===== config.mk =====
export PLATFORM = sky130hd
export DESIGN_NAME = timer_mux_bank
export DESIGN_NICKNAME = d
export VERILOG_FILES = /design/src/rtl/timer_mux_bank.sv
export SDC_FILE = /design/constraint.sdc
export NUM_CORES = 1
export LEC_CHECK = 0
export BUFFER_PORTS_ARGS = -buffer_cell sky130_fd_sc_hd__buf_2
export CORE_MARGIN = 2
export CORE_UTILIZATION = 45
export DETAILED_ROUTE_END_ITERATION = 16
export GPL_TIMING_DRIVEN = 0
export HOLD_SLACK_MARGIN = 0.03
export PLACE_DENSITY = 0.6
export SYNTH_ARGS = -nofsm -noshare
export SYNTH_HDL_FRONTEND = slang
export SYNTH_SLANG_ARGS = --single-unit

===== constraint.sdc =====
create_clock -name clk -period 3.3 [get_ports clk]
set_input_delay 0.495 -clock clk [delete_from_list [all_inputs] [get_ports clk]]
set_output_delay 0.495 -clock clk [all_outputs]
set_load 0.01 [all_outputs]

===== src/rtl/timer_mux_bank.sv =====
module timer_mux_bank (
  input  logic       clk,
  input  logic       rst_n,
  input  logic       tick,
  input  logic       latch_mode,
  input  logic [2:0] port_sel,
  input  logic       wr_en,
  input  logic       rd_en,
  input  logic [7:0] wdata,
  output logic [7:0] rdata
);
  logic [2:0]  tsel, osel;
  logic [15:0] cnt, tper, tcmp1, tcmp2, tsnap;
  logic [23:0] ovf, oper, ocmp1, ocmp2, osnap;
  logic [15:0] tview;
  logic [23:0] oview, oshift;
  logic [1:0]  olane;

  wire t_port   = (port_sel == 3'd1) || (port_sel == 3'd2);
  wire o_port   = (port_sel == 3'd3) || (port_sel == 3'd4) || (port_sel == 3'd5);
  wire tlane    = (port_sel == 3'd2);
  assign olane  = 2'(port_sel - 3'd3);
  wire twr      = wr_en && t_port;
  wire owr      = wr_en && o_port;
  wire twr_cnt  = twr && (tsel == 3'd0);
  wire owr_cnt  = owr && (osel == 3'd0);
  wire do_latch = rd_en && (port_sel == 3'd1) && (tsel == 3'd0);
  wire wrap_t   = tick && !twr_cnt && (cnt == tper);

  function automatic logic [15:0] put16(input logic [15:0] v, input logic lane, input logic [7:0] b);
    return (v & ~(16'h00FF << {lane, 3'b000})) | ({8'h00, b} << {lane, 3'b000});
  endfunction

  function automatic logic [23:0] put24(input logic [23:0] v, input logic [1:0] lane, input logic [7:0] b);
    return (v & ~(24'h0000FF << {lane, 3'b000})) | ({16'h0000, b} << {lane, 3'b000});
  endfunction

  always_ff @(posedge clk) begin
    if (!rst_n) begin
      tsel <= '0;  osel <= '0;
      cnt <= '0;   tper <= '0;  tcmp1 <= '0; tcmp2 <= '0; tsnap <= '0;
      ovf <= '0;   oper <= '0;  ocmp1 <= '0; ocmp2 <= '0; osnap <= '0;
    end else begin
      if (wr_en && port_sel == 3'd0) begin
        tsel <= wdata[2:0];
        osel <= wdata[6:4];
      end
      if (twr) begin
        case (tsel)
          3'd2: tper  <= put16(tper, tlane, wdata);
          3'd3: tcmp1 <= put16(tcmp1, tlane, wdata);
          3'd4: tcmp2 <= put16(tcmp2, tlane, wdata);
          default: ;
        endcase
      end
      if (owr) begin
        case (osel)
          3'd2: oper  <= put24(oper, olane, wdata);
          3'd3: ocmp1 <= put24(ocmp1, olane, wdata);
          3'd4: ocmp2 <= put24(ocmp2, olane, wdata);
          default: ;
        endcase
      end
      if (twr_cnt)     cnt <= put16(cnt, tlane, wdata);
      else if (wrap_t) cnt <= '0;
      else if (tick)   cnt <= cnt + 16'd1;
      if (owr_cnt)     ovf <= put24(ovf, olane, wdata);
      else if (wrap_t) ovf <= (ovf == oper) ? 24'd0 : ovf + 24'd1;
      if (do_latch) begin
        tsnap <= cnt;
        if (latch_mode) osnap <= ovf;
      end
    end
  end

  always_comb begin
    case (tsel)
      3'd0:    tview = {tsnap[15:8], cnt[7:0]};
      3'd2:    tview = tper;
      3'd3:    tview = tcmp1;
      3'd4:    tview = tcmp2;
      default: tview = '0;
    endcase
    case (osel)
      3'd0:    oview = osnap;
      3'd2:    oview = oper;
      3'd3:    oview = ocmp1;
      3'd4:    oview = ocmp2;
      default: oview = '0;
    endcase
  end

  assign oshift = oview >> {olane, 3'b000};

  always_comb begin
    if (port_sel == 3'd0) rdata = {1'b0, osel, 1'b0, tsel};
    else if (t_port)      rdata = tlane ? tview[15:8] : tview[7:0];
    else if (o_port)      rdata = oshift[7:0];
    else                  rdata = '0;
  end

  assert_sel_rsvd_R2: assert property (@(posedge clk) disable iff (!rst_n)
    (port_sel == 3'd0) |-> (rdata[7] == 1'b0 && rdata[3] == 1'b0));
  assert_rsvd_read_R5: assert property (@(posedge clk) disable iff (!rst_n)
    (t_port && tsel > 3'd4) |-> (rdata == 8'h00));
  assert_cnt_step_R6: assert property (@(posedge clk) disable iff (!rst_n)
    (tick && !twr_cnt && cnt != tper) |=> (cnt == $past(cnt) + 16'd1));
  assert_cnt_wrap_R6: assert property (@(posedge clk) disable iff (!rst_n)
    wrap_t |=> (cnt == 16'd0));
  assert_ovf_hold_R6: assert property (@(posedge clk) disable iff (!rst_n)
    (!wrap_t && !owr_cnt) |=> $stable(ovf));
  assert_cnt_idle_R6: assert property (@(posedge clk) disable iff (!rst_n)
    (!tick && !twr_cnt) |=> $stable(cnt));
  assert_latch_R7: assert property (@(posedge clk) disable iff (!rst_n)
    do_latch |=> (tsnap == $past(cnt)));
  assert_snap_hold_R8: assert property (@(posedge clk) disable iff (!rst_n)
    !(do_latch && latch_mode) |=> $stable(osnap));
  assert_cnt_write_R9: assert property (@(posedge clk) disable iff (!rst_n)
    (twr_cnt && port_sel == 3'd1) |=> (cnt[7:0] == $past(wdata)));
endmodule


==> results of run 1 <==
## layout make-up
class                   instances  area [sq um]  area share (%)
multi-input cells             962          6010            51.8
flip-flops and latches        198          3960            34.1
plain buffers                 122           529            4.56
clock buffers                  17           425            3.66
well taps                     313           392            3.37
repair buffers                 24           123            1.06
clock inverters                14           118            1.01
inverters                      12          46.3           0.399
## per-stage QoR
stage	setup TNS, ns	instance area [sq um]	setup slack, ns	power [mW]
2_1_floorplan	0	10500	0.758	2.89
3_3_place_gp	-8.03	11000	-0.506	3.13
3_5_place_dp	-7.28	11000	-0.503	3.13
4_1_cts	0	11600	0.0000699	5.13
5_1_grt	-0.0879	11600	-0.0846	5.29
6_report	-0.00980	11600	-0.00980	5.15
## metal layers
metal / vias to the layer above / GRT usage [%] / wire (um) / share of wire (%)
met5: - / 0 / 0 / 0
met4: 0 / 12.3 / 1450 / 3.7
met3: 124 / 6.26 / 4340 / 11
met2: 639 / 44.9 / 16000 / 40
met1: 5057 / 48.5 / 17900 / 45
li1: 4843 / - / - / -
## placed cells by master (no fill, tap or decap), types with 11 or more instances in the layout
cell type,Yosys,final
xor2_1,21,21
a31oi_1,14,14
clkbuf_1,98,82
a21oi_1,77,77
xnor2_1,27,27
a32oi_1,87,87
o21ai_0,60,59
buf_2,20,42
clkbuf_16,0,17
dfxtp_1,198,198
mux2i_1,68,68
nand2_1,142,142
nor2_1,162,161
a221oi_1,11,11
nand4_1,20,20
clkbuf_2,1,11
nand3_1,69,69
a22oi_1,36,35
## kinds of logic (layout without fill, tap and decap cells)
| group | after synthesis | in the layout | synth area share [%] |
|---|---|---|---|
| compound gates | 362 | 362 | 24.2 |
| xor+xnor | 48 | 48 | 4.01 |
| fa+ha+maj | 9 | 9 | 1.07 |
| buf+inv | 138 | 189 | 5.27 |
| flops | 198 | 198 | 37.8 |
| mux | 68 | 68 | 6.50 |
| simple gates | 475 | 475 | 21.2 |
## worst paths after layout
kind                            startpoint   endpoint  slack, ns  cells after the start
worst max-delay path               tsel[2]   rdata[2]      -0.01                      7
worst min-delay path              wdata[1]   register       0.42                      3
worst max register to register     osel[2]  ocmp1[21]       0.34                      8
worst min register to register   osnap[19]  osnap[19]       0.46                      2
## power by group through the flow
| stage | combinational (mW) | clock [mW] | sequential (mW) |
|---|---|---|---|
| final | 0.673 | 2.04 | 2.44 |
| after global routing | 0.713 | 2.13 | 2.45 |
| after floorplan | 0.402 | 0 | 2.49 |
| after CTS | 0.642 | 2.05 | 2.44 |
| after global placement | 0.636 | 0 | 2.50 |
| after detailed placement | 0.635 | 0 | 2.50 |
## timing repair
item,in CTS,in global routing
setup endpoints to repair,11,17
resized for setup,23,23
pin swaps,0,1
gates cloned,0,0
setup buffers,0,1
## worst max-delay path: stages (launching register included)
cell and delay, ns:
dfxtp_1 0.39, clkbuf_2 0.27, buf_2 0.26, clkbuf_1 0.38, o311ai_0 0.29, a32oi_1 0.37
o21ai_0 0.22, buf_2 0.19
## cell usage after synthesis, drive strengths merged, types with 6 or more instances
cell type	number	area, sq um
a32oi	87	762
a21oi	77	385
o22ai	10	62.6
o21ai	61	305
nand3b	9	67.6
a22oi	36	270
ha	9	113
mux2i	68	681
nor3	12	65.1
a221oi	13	126
nor4	8	65.1
o221ai	8	70.1
a31oi	14	87.6
nand4	21	146
xor2	21	184
a21boi	6	45.0
nor2b	7	43.8
inv	10	37.5
nor2	164	621
and2	9	56.3
nand2	142	533
and3	6	37.5
nand3	69	345
o21a	10	75.1
o211ai	10	75.1
buf	27	134
xnor2	27	236
clkbuf	99	373
dfxtp	198	3960
==> impl_metrics.ini, run 1 <==
[timing]
relSlewSlack_pct = 25.8
maxSlewViolCount = 0
fmax_ghz = 0.302
whs_ns = 0.420
period_share_pct = 100
rsz0062_at_grt = true
hold_viol = 0
worst_slew_pin_slew_ns = 1.11
fin_skew_ns = 0.0103
fin_crit_ns = 3.31
finalSetupViolCount = 1
setup_ws_ns = -0.00980

[placed_design]
hpwl_um = 28500
gp_congestion = 0.975
io_buffers = 23
placedCellCount = 1634

[floorplanning]
start_util_pct = 46.0
die_h_um = 157
ioPinCount = 25
dieWidth_um = 157
rows = 55
core_sq_um = 22800
dieArea_sq_um = 24500

[synthesis]
ys_ff_latch = 198
syn_area_per_cell_sq_um = 8.07
synth_cell_types = 67
synth_edf_count = 0
syn-cell-area_sq_um = 10500
yosysSeqAreaShare_pct = 37.8
ys_warn_count = 0
syn_inst = 1298
synthesis.nets = 1324
synth-main-ff-cell = dfxtp_1
async_reset_ff_share_pct = 0

[clock_network]
hold_buffers = 0
clock-root-buffer = clkbuf_16
clock_sinks = 198
cts_tree = built
insertion_delay_ns = 0.45
path_clk_slew_ns = 0.07
htreeDepth = 4
numCtsBuffers = 17
clockBufferDepth = 2

[finish]
postLayoutCoreUtil_pct = 51.0
fillers = 2256
antenna_cells = 0
syn2layout_area_growth_pct = 10.8
final_cells = 1662
nets = 1363
layout-drive-gt1-share_pct = 8.75

[global_routing]
grt_pass1_vias = 9596
grt_max_degree = 19
grt_pass1_wl_um = 59100
grt.overflow.total = 0
antenna_found_initial = 1
grt_usage_pct = 32.2

[route]
finalWirelength_um = 39700
viasPerCell = 6.42
drc_errors = 0
first_pass_iters = 8
wl_per_cell_um = 23.9
first_iter_violations = 1534
vias = 10700
antenna_left = 0

[power_and_ir_drop]
comb_power_share_pct = 13.1
seqPwrFrac_pct = 47.4
p_leak_nw = 4.03
p_sw_share_pct = 30.7
intPower_mw = 3.57
p_sw_mw = 1.58
clockPowerShare_pct = 39.5
ir_drop_uv = 308
power_density_nw_per_um2 = 444

[worst_setup_path]
start_kind = register
worstPathMaxFanout = 10
required_ns = 2.80
arrival_ns = 2.81
end_kind = output port
crit_type = register to output port

[job]
cap_violations = 0

[outcome]
violations = negative setup slack
status = finished, violations left

[worst_hold_path]
hold_class = input pin to register
(Power assumes the default switching activity.)
==> run 2: changes to the inputs <==
Settings changed: GPL_TIMING_DRIVEN 0 to not set.
==> impl_metrics.ini, run 2 (same netlist as run 1, synthesis figures left out) <==
[global_routing]
grt_pass1_vias = 8901
grt_usage_pct = 28.9
grt_pass1_wl_um = 54200
antenna_found_initial = 0
grt_max_degree = 150
grt.overflow.total = 0

[worst_hold_path]
hold_class = register to register
hold_depth = 2

[finish]
syn2layout_area_growth_pct = 9.92
fillers = 2211
layout-drive-gt1-share_pct = 10.3
seq_area_sq_um = 3970
layout_commonest_cell = dfxtp_1
nets = 1291
most-common-layout-cells = 196 x dfxtp_1, 159 x nor2_1, 142 x nand2_1
multi_input_area_sq_um = 5990
antenna_cells = 0
postLayoutCoreUtil_pct = 50.6

[worst_setup_path]
required_ns = 2.80
arrival_ns = 2.70
crit_type = register to output port
start_kind = register
ff2ff_setup_slack_ns = 0.49
max_stage_delay_ns = 0.73
path_cells = buf_4 -> and2_1 -> a22oi_1 -> o211ai_1 -> a21boi_0 -> a32oi_1 -> o21ai_0 -> buf_2
path_delay_family = compound AO/OA/AOI/OAI gates
critPathBufInv = 2
worstPathMaxFanout = 16
end_kind = output port
r2r-start = tsel[0]
cp_slowest_cell = dfxtp_1
reg2regPathDepth = 8

[power_and_ir_drop]
finalPower_mw = 5.26
ir_drop_uv = 331
p_leak_nw = 4.03
power_density_nw_per_um2 = 457

[floorplanning]
dieWidth_um = 157
rows = 55
ioPinCount = 25
dieArea_sq_um = 24500
die_h_um = 157
core_sq_um = 22800
start_util_pct = 46.0

[clock_network]
insertion_delay_ns = 0.45
clock-root-buffer = clkbuf_16
path_clk_slew_ns = 0.07
cts_post_setup_buffers_inserted = 0
htreeDepth = 4
cts_tree = built
clockBufferDepth = 2
numCtsBuffers = 17
clock_sinks = 198

[route]
viasPerCell = 6.30
first_pass_iters = 6
first_iter_violations = 1339
finalWirelength_um = 35400
antenna_left = 0
wl_per_cell_um = 22.3
vias = 10000
drc_errors = 0

[timing]
tns_ns = 0
whs_ns = 0.460
rsz0062_at_grt = false
fmax_ghz = 0.313
period_share_pct = 96.8
maxSlewViolCount = 0
fin_skew_ns = 0.0135
hold_viol = 0
relSlewSlack_pct = 47.6
worst_slew_pin_slew_ns = 0.786
fin_crit_ns = 3.20
finalSetupViolCount = 0

[outcome]
status = complete, no violations

[placed_design]
io_buffers = 24
hpwl_um = 23100
gp_congestion = 0.910

[job]
cap_violations = 0
[run 2: cell types whose count changed in the layout (fill, tap and decap cells not counted), moves of 3 or more]
cell	delta
clkbuf_2	-11
clkbuf_1	-82
nor2_2	+3
clkbuf_4	-4
inv_8	+3
clkinvlp_4	-4
buf_2	-18
buf_4	+42
[run 2: how the worst max path moves through the flow]
stage,to,slack [ns],depth (start not counted),from
3_3_place_gp,rdata[5],0.36,9,port_sel[0]
3_5_place_dp,rdata[6],0.32,9,port_sel[0]
5_1_grt,rdata[6],0.05,7,tsel[0]
4_1_cts,rdata[6],0.03,8,osel[1]
6_report,rdata[2],0.10,8,tsel[0]
2_1_floorplan,ovf[11],0.76,9,port_sel[0]
[run 2: worst register-to-register path, stage by stage (launching register included)]
cell and delay, ns:
dfxtp_1 0.51, buf_4 0.27, or3_1 0.50, o31ai_1 0.45
buf_4 0.26, nor2_1 0.09, buf_4 0.20, a221oi_1 0.30
a211oi_1 0.08
[run 2: layout make-up]
class,count,area share (%)
flip-flops and latches,198,34.4
inverters,12,0.435
clock buffers,18,3.81
clock inverters,14,1.35
multi-input cells,962,52.0
well taps,313,3.40
repair buffers,74,4.52
[run 2: through the flow]
step | setup WS (ns) | area [sq um] | instances
4_1_cts | 0.0283 | 11500 | 1591
6_report | 0.105 | 11500 | 1591
5_1_grt | 0.0470 | 11500 | 1591
2_1_floorplan | 0.758 | 10500 | 1298
3_3_place_gp | 0.357 | 10900 | 1559
3_5_place_dp | 0.315 | 10900 | 1559
[run 2: per-layer routing]
metal | vias to the layer above | wire, um | track usage [%] | part of all wire, %
li1 | 4698 | - | - | -
met1 | 4817 | 16800 | 44.9 | 47
met2 | 463 | 14900 | 40.5 | 42
met3 | 46 | 2990 | 4.35 | 8.4
met4 | 0 | 758 | 8.74 | 2.1
met5 | - | 0 | 0 | 0
[run 2: what timing repair did]
| action | CTS | global route |
|---|---|---|
| resized for setup | 2 | 4 |
| endpoints found under the setup margin | 2 | 7 |
| endpoints found under the hold margin | 0 | 0 |
| hold buffers | 0 | 0 |
[run 2: power breakdown]
part,internal (mW),switching (mW)
Sequential,2.41,0.0481
Clock,1.11,1.07
Combinational,0.183,0.440
Total,3.70,1.56
